`src/rtl/pcs_pkg.sv`:
```
package pcs_pkg;

    localparam int OPX_W = 20;

    localparam logic [OPX_W-1:0] XOP_BRANCH = 20'h00100;
    localparam logic [OPX_W-1:0] XOP_CALL   = 20'h00101;
    localparam logic [OPX_W-1:0] XOP_JUMP   = 20'h01000;
    localparam logic [OPX_W-1:0] XOP_RET    = 20'h01001;
    localparam logic [OPX_W-1:0] XOP_PUSH   = 20'h02000;
    localparam logic [OPX_W-1:0] XOP_POP    = 20'h02001;

    typedef enum logic [2:0] {
        K_BRANCH,
        K_CALL,
        K_JUMP,
        K_RET,
        K_PUSH,
        K_POP,
        K_BAD
    } op_kind_t;

    typedef enum logic [1:0] {
        ST_IDLE,
        ST_XFER,
        ST_WB
    } ctl_state_t;

    function automatic logic kind_touches_mem(op_kind_t k);
        return (k == K_BRANCH) || (k == K_CALL) || (k == K_RET) ||
               (k == K_PUSH)   || (k == K_POP);
    endfunction

    function automatic logic kind_stores(op_kind_t k);
        return (k == K_BRANCH) || (k == K_CALL) || (k == K_PUSH);
    endfunction

endpackage

```
`src/rtl/pcs_decode.sv`:
```
module pcs_decode
    import pcs_pkg::*;
(
    input  logic             grp_two,
    input  logic [OPX_W-1:0] xop,
    output op_kind_t         kind,
    output logic             index_from_b,
    output logic             needs_mem
);

    always_comb begin
        kind = K_BAD;
        if (grp_two) begin
            unique case (xop)
                XOP_BRANCH: kind = K_BRANCH;
                XOP_CALL:   kind = K_CALL;
                default:    kind = K_BAD;
            endcase
        end else begin
            unique case (xop)
                XOP_JUMP: kind = K_JUMP;
                XOP_RET:  kind = K_RET;
                XOP_PUSH: kind = K_PUSH;
                XOP_POP:  kind = K_POP;
                default:  kind = K_BAD;
            endcase
        end
    end

    assign index_from_b = (kind == K_BRANCH) || (kind == K_CALL);
    assign needs_mem    = kind_touches_mem(kind);

endmodule

```
`src/rtl/pcs_addr_gen.sv`:
```
module pcs_addr_gen #(
    parameter int XLEN  = 32,
    parameter int CNT_W = 2
) (
    input  logic [XLEN-1:0]  base,
    input  logic [CNT_W-1:0] lane,
    output logic [XLEN-1:0]  byte_addr,
    output logic [XLEN-1:0]  index_up,
    output logic [XLEN-1:0]  index_down
);

    localparam int NBYTES = XLEN / 8;
    localparam logic [XLEN-1:0] STEP = XLEN'(NBYTES);

    assign byte_addr  = base + XLEN'(lane);
    assign index_up   = base + STEP;
    assign index_down = base - STEP;

endmodule

```
`src/rtl/pcs_byte_lane.sv`:
```
module pcs_byte_lane #(
    parameter int XLEN  = 32,
    parameter int CNT_W = 2
) (
    input  logic             clk,
    input  logic             rst_n,
    input  logic [XLEN-1:0]  store_word,
    input  logic [CNT_W-1:0] lane,
    input  logic             capture,
    input  logic [7:0]       rd_byte,
    output logic [7:0]       wr_byte,
    output logic [XLEN-1:0]  load_word
);

    localparam int NBYTES = XLEN / 8;
    localparam int HOLD_W = XLEN - 8;

    logic [7:0]        slice [NBYTES];
    logic [HOLD_W-1:0] hold_q;

    for (genvar g = 0; g < NBYTES; g++) begin : g_slice
        assign slice[g] = store_word[XLEN-1-8*g -: 8];
    end

    assign wr_byte = slice[lane];

    if (NBYTES > 2) begin : g_wide
        always_ff @(posedge clk or negedge rst_n) begin
            if (!rst_n) begin
                hold_q <= '0;
            end else if (capture) begin
                hold_q <= {hold_q[HOLD_W-9:0], rd_byte};
            end
        end
    end else begin : g_narrow
        always_ff @(posedge clk or negedge rst_n) begin
            if (!rst_n) begin
                hold_q <= '0;
            end else if (capture) begin
                hold_q <= rd_byte;
            end
        end
    end

    assign load_word = {hold_q, rd_byte};

endmodule

```
`src/rtl/pcstack_unit.sv`:
```
module pcstack_unit
    import pcs_pkg::*;
#(
    parameter int XLEN   = 32,
    parameter int RIDX_W = 4
) (
    input  logic              clk,
    input  logic              rst_n,
    input  logic              start,
    input  logic              op_2op,
    input  logic [19:0]       op_xop,
    input  logic [RIDX_W-1:0] a_idx,
    input  logic [XLEN-1:0]   a_val,
    input  logic [RIDX_W-1:0] b_idx,
    input  logic [XLEN-1:0]   b_val,
    input  logic [XLEN-1:0]   pc_val,
    output logic              mem_req,
    output logic              mem_we,
    output logic [XLEN-1:0]   mem_addr,
    output logic [7:0]        mem_wdata,
    input  logic [7:0]        mem_rdata,
    output logic              done,
    output logic              illegal,
    output logic              pc_we,
    output logic [XLEN-1:0]   pc_next,
    output logic              reg_we,
    output logic [RIDX_W-1:0] reg_idx,
    output logic [XLEN-1:0]   reg_data
);

    localparam int NBYTES = XLEN / 8;
    localparam int CNT_W  = (NBYTES > 1) ? $clog2(NBYTES) : 1;
    localparam logic [CNT_W-1:0] LAST_LANE = CNT_W'(NBYTES - 1);

    ctl_state_t        state_q;
    ctl_state_t        state_d;
    op_kind_t          kind_q;
    logic [XLEN-1:0]   base_q;
    logic [XLEN-1:0]   target_q;
    logic [XLEN-1:0]   saved_pc_q;
    logic [RIDX_W-1:0] wb_idx_q;
    logic [CNT_W-1:0]  lane_q;

    op_kind_t          dec_kind;
    logic              dec_from_b;
    logic              dec_mem;
    logic              accept;

    logic [XLEN-1:0]   byte_addr;
    logic [XLEN-1:0]   index_up;
    logic [XLEN-1:0]   index_down;
    logic [7:0]        wr_byte;
    logic [XLEN-1:0]   load_word;
    logic              capture;

    pcs_decode u_decode (
        .grp_two      (op_2op),
        .xop          (op_xop),
        .kind         (dec_kind),
        .index_from_b (dec_from_b),
        .needs_mem    (dec_mem)
    );

    pcs_addr_gen #(
        .XLEN  (XLEN),
        .CNT_W (CNT_W)
    ) u_addr (
        .base       (base_q),
        .lane       (lane_q),
        .byte_addr  (byte_addr),
        .index_up   (index_up),
        .index_down (index_down)
    );

    assign capture = (state_q == ST_XFER) && (lane_q != '0);

    pcs_byte_lane #(
        .XLEN  (XLEN),
        .CNT_W (CNT_W)
    ) u_lane (
        .clk        (clk),
        .rst_n      (rst_n),
        .store_word (saved_pc_q),
        .lane       (lane_q),
        .capture    (capture),
        .rd_byte    (mem_rdata),
        .wr_byte    (wr_byte),
        .load_word  (load_word)
    );

    assign accept = (state_q == ST_IDLE) && start;

    // next state: launch / skip / step / drain / retire
    always_comb begin
        state_d = state_q;
        unique case (state_q)
            ST_IDLE: begin
                if (start) begin
                    state_d = dec_mem ? ST_XFER : ST_WB;
                end
            end
            ST_XFER: begin
                if (lane_q == LAST_LANE) begin
                    state_d = ST_WB;
                end
            end
            ST_WB: begin
                state_d = ST_IDLE;
            end
            default: state_d = ST_IDLE;
        endcase
    end

    // state register
    always_ff @(posedge clk or negedge rst_n) begin
        if (!rst_n) begin
            state_q <= ST_IDLE;
        end else begin
            state_q <= state_d;
        end
    end

    // operation context
    always_ff @(posedge clk or negedge rst_n) begin
        if (!rst_n) begin
            kind_q     <= K_BAD;
            base_q     <= '0;
            target_q   <= '0;
            saved_pc_q <= '0;
            wb_idx_q   <= '0;
            lane_q     <= '0;
        end else if (accept) begin
            kind_q     <= dec_kind;
            base_q     <= dec_from_b ? b_val : a_val;
            target_q   <= a_val;
            saved_pc_q <= pc_val;
            wb_idx_q   <= dec_from_b ? b_idx : a_idx;
            lane_q     <= '0;
        end else if (state_q == ST_XFER) begin
            lane_q <= lane_q + 1'b1;
        end
    end

    // outputs
    always_comb begin
        mem_req   = 1'b0;
        mem_we    = 1'b0;
        mem_addr  = '0;
        mem_wdata = '0;
        done      = 1'b0;
        illegal   = 1'b0;
        pc_we     = 1'b0;
        pc_next   = '0;
        reg_we    = 1'b0;
        reg_idx   = '0;
        reg_data  = '0;
        unique case (state_q)
            ST_IDLE: begin
            end
            ST_XFER: begin
                mem_req  = 1'b1;
                mem_we   = kind_stores(kind_q);
                mem_addr = byte_addr;
                if (kind_stores(kind_q)) begin
                    mem_wdata = wr_byte;
                end
            end
            ST_WB: begin
                done = 1'b1;
                unique case (kind_q)
                    K_BRANCH: begin
                        pc_we   = 1'b1;
                        pc_next = target_q;
                    end
                    K_CALL: begin
                        pc_we    = 1'b1;
                        pc_next  = target_q;
                        reg_we   = 1'b1;
                        reg_idx  = wb_idx_q;
                        reg_data = index_up;
                    end
                    K_JUMP: begin
                        pc_we   = 1'b1;
                        pc_next = target_q;
                    end
                    K_RET, K_POP: begin
                        pc_we    = 1'b1;
                        pc_next  = load_word;
                        reg_we   = 1'b1;
                        reg_idx  = wb_idx_q;
                        reg_data = index_down;
                    end
                    K_PUSH: begin
                        reg_we   = 1'b1;
                        reg_idx  = wb_idx_q;
                        reg_data = index_up;
                    end
                    K_BAD: begin
                        illegal = 1'b1;
                    end
                    default: begin
                        illegal = 1'b1;
                    end
                endcase
            end
            default: begin
            end
        endcase
    end

endmodule

```
`config.mk`:
```
export PLATFORM = sky130hd
export DESIGN_NAME = pcstack_unit
export DESIGN_NICKNAME = d
export VERILOG_FILES = /design/src/rtl/pcs_pkg.sv /design/src/rtl/pcs_decode.sv /design/src/rtl/pcs_addr_gen.sv /design/src/rtl/pcs_byte_lane.sv /design/src/rtl/pcstack_unit.sv
export SDC_FILE = /design/constraint.sdc
export NUM_CORES = 1
export LEC_CHECK = 0
export ABC_AREA = 1
export BUFFER_PORTS_ARGS = -buffer_cell sky130_fd_sc_hd__buf_2
export CAP_MARGIN = 15
export CORE_MARGIN = 2
export CORE_UTILIZATION = 38
export DETAILED_ROUTE_END_ITERATION = 8
export GPL_ROUTABILITY_DRIVEN = 0
export PLACE_DENSITY = 0.62
export SLEW_MARGIN = 20
export SYNTH_ARGS = -nofsm -noshare
export SYNTH_HDL_FRONTEND = slang
export SYNTH_HIERARCHICAL = 1
export SYNTH_SLANG_ARGS = --single-unit
```
`constraint.sdc`:
```
create_clock -name clk -period 2.5 [get_ports clk]
set_input_delay 0 -clock clk [delete_from_list [all_inputs] [get_ports clk]]
set_output_delay 0 -clock clk [all_outputs]
set_load 0.01 [all_outputs]
```
# Yosys cells after proc, flatten, opt, wreduce, memory -nomap -nowiden
# Index checks and enable logic that the tools add are counted.
[classes] bitwise=1 eq_ne=20 n_mux=32 n_reduce_logical=20 add_sub_neg=4 magnitude_cmp=1
[ops] op="$mux W32" count=4
[ops] op="$pmux W32 S2" count=2
[ops] op="$eq A20 B13 Y1 const B" count=2
[ops] op="$eq A20 B14 Y1 const B" count=2
[ops] op="$eq A20 B9 Y1 const B" count=2
[ops] op="$add A32 B2 Y32" count=1
[ops] op="$add A32 B3 Y32 const B" count=1
[ops] op="$mux W8" count=4
[ops] op="$sub A32 B3 Y32 const B" count=1
[ops] op="$bmux W8 S2" count=1
[ops] op="$eq A3 B3 Y1 const B" count=4
[ops] op="$mux W4" count=3
[ops] op="$pmux W3 S4" count=1
[ops] op="$mux W2" count=5
[ops] op="$eq A3 B2 Y1 const B" count=3
[ops] op="$mux W1" count=9
[ops] op="$eq A3 B1 Y1 const B" count=2
[ops] op="$logic_not A3 Y1" count=2
[ops] op="$logic_or A1 B1 Y1" count=6
[ops] op="$pmux W3 S2" count=1
[ops] op="$reduce_or A6 Y1" count=1
[ops] op="$reduce_or A5 Y1" count=1
[ops] op="$eq A2 B2 Y1 const B" count=2
[ops] op="$pmux W2 S2" count=1
[ops] op="other kinds (14)" count=17
[word_totals] in_bits=136 wordCells=86 ff_bits=131

# Depth between registers and ports, before layout
[depth] word_depth=11 depth_mapped=13

# By module
# Netlist, hierarchy kept.
[by_module_without_submodules] module="pcstack_unit" area_each_um2=6002.0 seq_area_each_um2=2680.1 cells_per_inst=873 instances=1
[by_module_without_submodules] module="pcs_addr_gen" area_each_um2=2434.8 seq_area_each_um2=0.0 cells_per_inst=493 instances=1
[by_module_without_submodules] module="pcs_byte_lane" area_each_um2=1365.1 seq_area_each_um2=600.6 cells_per_inst=195 instances=1
[by_module_without_submodules] module="pcs_decode" area_each_um2=250.2 seq_area_each_um2=0.0 cells_per_inst=49 instances=1

# Worst setup path after synthesis
# OpenSTA, ideal clock, no wires.
[synth_path] path_kind="reg2out" startpoint="reg lane_q[0]" endpoint="out mem_addr[14]" required_time_ns=2.500 arrival_time_ns=2.018 path_slack_ns=0.482 path_stages_with_launch=12 path_cell_list="dfrtp_1 ha_1 inv_1 fa_1 inv_1 nand2_1 nor2_1 inv_1 nor2_2 xor2_1 inv_1 nor2_1"
[synth_via] elab_chain_len=2
[synth_rtl] item="start: declaration" line="pcstack_unit.sv:42" source="logic [CNT_W-1:0] lane_q;"
[synth_rtl] item="start signal: assignment" line="pcstack_unit.sv:140" source="lane_q <= lane_q + 1'b1;"
[synth_rtl] item="$add A32 B2 Y32" line="pcs_addr_gen.sv:15" source="assign byte_addr = base + XLEN'(lane);"
[synth_rtl] item="net byte_addr[14]" line="pcstack_unit.sv:49" source="logic [XLEN-1:0] byte_addr;"
[synth_rtl] item="$mux W32" line="pcstack_unit.sv:157" source="unique case (state_q)"
[synth_rtl] item="end: declaration" line="pcstack_unit.sv:19" source="output logic [XLEN-1:0] mem_addr,"
# The timed path passes the listed nets, and every way through them passes these cells.

# Worst setup path in the final report
[layout_path] startpoint="reg base_q[20]" endpoint="out reg_data[26]"
[layout_via] elab_chain_len=3
[layout_rtl] item="start: declaration" line="pcstack_unit.sv:38" source="logic [XLEN-1:0] base_q;"
[layout_rtl] item="start signal: assignment" line="pcstack_unit.sv:134" source="base_q <= dec_from_b ? b_val : a_val;"
[layout_rtl] item="$add A32 B3 Y32" line="pcs_addr_gen.sv:16" source="assign index_up = base + STEP;"
[layout_rtl] item="net index_up[26]" line="pcstack_unit.sv:50" source="logic [XLEN-1:0] index_up;"
[layout_rtl] item="$pmux W32 S2" line="pcstack_unit.sv:170" source="unique case (kind_q)"
[layout_rtl] item="$mux W32" line="pcstack_unit.sv:157"
[layout_rtl] item="end: declaration" line="pcstack_unit.sv:28" source="output logic [XLEN-1:0] reg_data"
# The timed path passes the listed nets, and every way through them passes these cells.

==> flow_summary.ini <==
[logic_synthesis]
synth_cell_types = 31
seq_area_frac_synth_pct = 32.64
yosysWarnings = 6
syn_area_um2 = 10050
yosys_most_used_dff = dfrtp_1
ys_ff_latch = 131
async_flop_share_pct = 100.0
avgSynthCellArea_um2 = 6.244
synth_edf_count = 0
synth_cells = 1610
synth_nets = 1753

[global_route]
antenna_found_initial = 1
grt-busiest-layer = met2
grt_pass1_vias = 10708
grt_max_degree = 131
grt_remaining_overflow = 0
grt_pass1_wl_mm = 57.06
met1_usage_pct = 34.54
grt_usage_pct = 25.59
met3_usage_pct = 4.919
met2_usage_pct = 41.41

[power_and_ir_drop]
power.density_nw_per_um2 = 965.5
p_leak_uw = 0.006899
ir_drop_mv = 0.5110

[drt]
first_pass_iters = 7
drc = 0
ant_nets = 0
drt_iter0_markers = 965
totalWireLength_mm = 36.04
wire_per_inst_um = 15.90
num_vias = 11397
via_per_inst = 5.027

[floorplanning]
core_area_um2 = 25980
fp.dieH_um = 166.6
die_area_um2 = 27770
ioPinCount = 250
floorplan.rows = 59
fp.dieW_um = 166.6
initial_core_util_pct = 38.68

[layout]
fillers = 2627
multi_input_area_um2 = 5515
final_common_cell = nand2_1
syn_to_final_growth_pct = 32.40
regArea_um2 = 3299
drive_gt1_share_pct = 21.75
final_cell_mix = nand2_1, buf_2, inv_1, nor2_1, nand3_1
fin_util_pct = 51.22
nNetsFinal = 2061
instances_no_fill = 2267

[sta]
period_share_pct = 94.12
setup_violations = 0
skew_ns = 0.01280
slew_headroom_pct = 53.06
drv_slew = 0
fmax_mhz = 425.0
worst_slack_ns = 0.1469
finalHoldViolCount = 0
min_period_ns = 2.353
tightest_slew_ns = 0.7031

[clocking]
clk_latency_ns = 0.43
cts_tree = built
clock_sinks = 131
clk_pin_slew_ns = 0.07
root_buffer = clkbuf_16
cts_buffers = 17
htree_levels = 4
clockBufferDepth = 2

[worst_setup_path]
crit_top_cell = nand2_1
slowest_stage = dfrtp_1
path_class = flop to output pin
arrival_ns = 2.35
cp_max_fo = 9
cp.required_ns = 2.50
crit_chain = nand2_1 -> nor2_1 -> nand2_1 -> nor2_1 -> nand3_1 -> nand2_1 -> nand4_1 -> a21oi_1 -> buf_2
start_kind = flop
worst_setup_path_end_kind = output pin
cpLargestDelayFamily = simple AND/OR/NAND/NOR gates
cp_num_buf_inv = 1
critPathMaxStageDelay_ns = 0.60

[flow_run]
maxCapViolCount = 0

[hold_path]
min_path_type = input port to async pin

[place]
hpwlAfterDp_mm = 25.49
portBuffers = 249
pre_cts_ws_ns = 0.1366
placedCellCount = 2115

[run_status]
outcome = finished, final reports clean
## sequential cells by signal, indices dropped and copies added, names as in the netlist
register / count
u_lane/hold_q: 24
base_q: 32
saved_pc_q: 32
kind_q: 3
state_q: 2
target_q: 32
lane_q: 2
wb_idx_q: 4
## through the flow
stage          setup TNS (ns)  hold WS, ns  instance area (um^2)  total power [uW]
2_1_floorplan               0      -0.2956                 10050              7983
3_3_place_gp                0     -0.09107                 11410              9819
3_5_place_dp                0     -0.09036                 11410              9874
4_1_cts                     0      0.01948                 13130             12660
5_1_grt             -0.001708      0.05215                 13310             13770
6_report                    0      0.02794                 13310             12850
## cells in the mapped netlist (11+ instances only)
cell type	number	area, um^2
nand2_1	563	2113
nand4_1	40	250.2
buf_4	33	247.7
nand3_1	124	620.6
nand2_2	11	68.82
xor2_1	39	341.6
nor2_4	11	123.9
clkbuf_1	26	97.59
o21ai_0	102	510.5
a21oi_1	75	375.4
nor2_2	23	143.9
buf_2	41	205.2
dfrtp_1	129	3228
inv_1	195	732.0
nor2_1	158	593.1
## final timing paths
path	cells after the start	slack, ns	start	to
worst max-delay path	9	0.15	base_q[20]$_DFFE_PN0P_	reg_data[26]
worst min-delay path	2	0.03	rst_n	u_lane/hold_q[6]$_DFFE_PN0P_
worst max register to register	6	0.70	lane_q[0]$_DFFE_PN0P_	u_lane/hold_q[23]$_DFFE_PN0P_
worst min register to register	2	0.48	saved_pc_q[13]$_DFFE_PN0P_	saved_pc_q[13]$_DFFE_PN0P_
max in group asynchronous	3	1.61	rst_n	base_q[9]$_DFFE_PN0P_
min in group clk	5	0.03	op_xop[0]	state_q[0]$_DFFE_PN0P_
## logic make-up after synthesis
group / share of synthesized area (%)
flops: 32.64
fa+ha+maj: 0.9460
simple gates: 39.81
buf+inv: 13.73
xor+xnor: 4.008
compound gates: 8.875
## worst reg2reg max path: stages (launching register included)
cell and delay [ns]:
dfrtp_1 0.35, buf_4 0.27, inv_1 0.12, ha_1 0.22, nor2_2 0.12, buf_4 0.38, o21ai_0 0.20
## layout make-up
class                           instances  share of cell area (%)
Antenna cell                            1                 0.01880
Clock inverter                         15                   1.250
Inverter                              203                   5.763
Sequential cell                       131                   24.79
Clock buffer                           17                   3.196
Timing Repair Buffer                  397                   20.39
Multi-Input combinational cell       1168                   41.44
Tap cell                              335                   3.149
## repair_timing
| action | 4_1_cts | 5_1_grt |
|---|---|---|
| hold buffers | 110 | 0 |
| hold endpoints to repair | 234 | 0 |
| resized for setup | 8 | 41 |
| pin swaps | 1 | 9 |
| setup buffers | 1 | 8 |
| endpoints found under the setup margin | 15 | 28 |
## where the power goes
group | total [uW] | internal (uW) | switching, uW
Sequential | 4100 | 3000 | 1100
Combinational | 6170 | 2180 | 4000
Clock | 2570 | 1500 | 1080
Total | 12900 | 6680 | 6170
## layer usage
metal	vias to the layer above	wire length, um
li1	5575	-
met1	5254	15740
met2	495	16600
met3	73	2719
met4	0	986
met5	-	0
(Power assumes the default switching activity.)
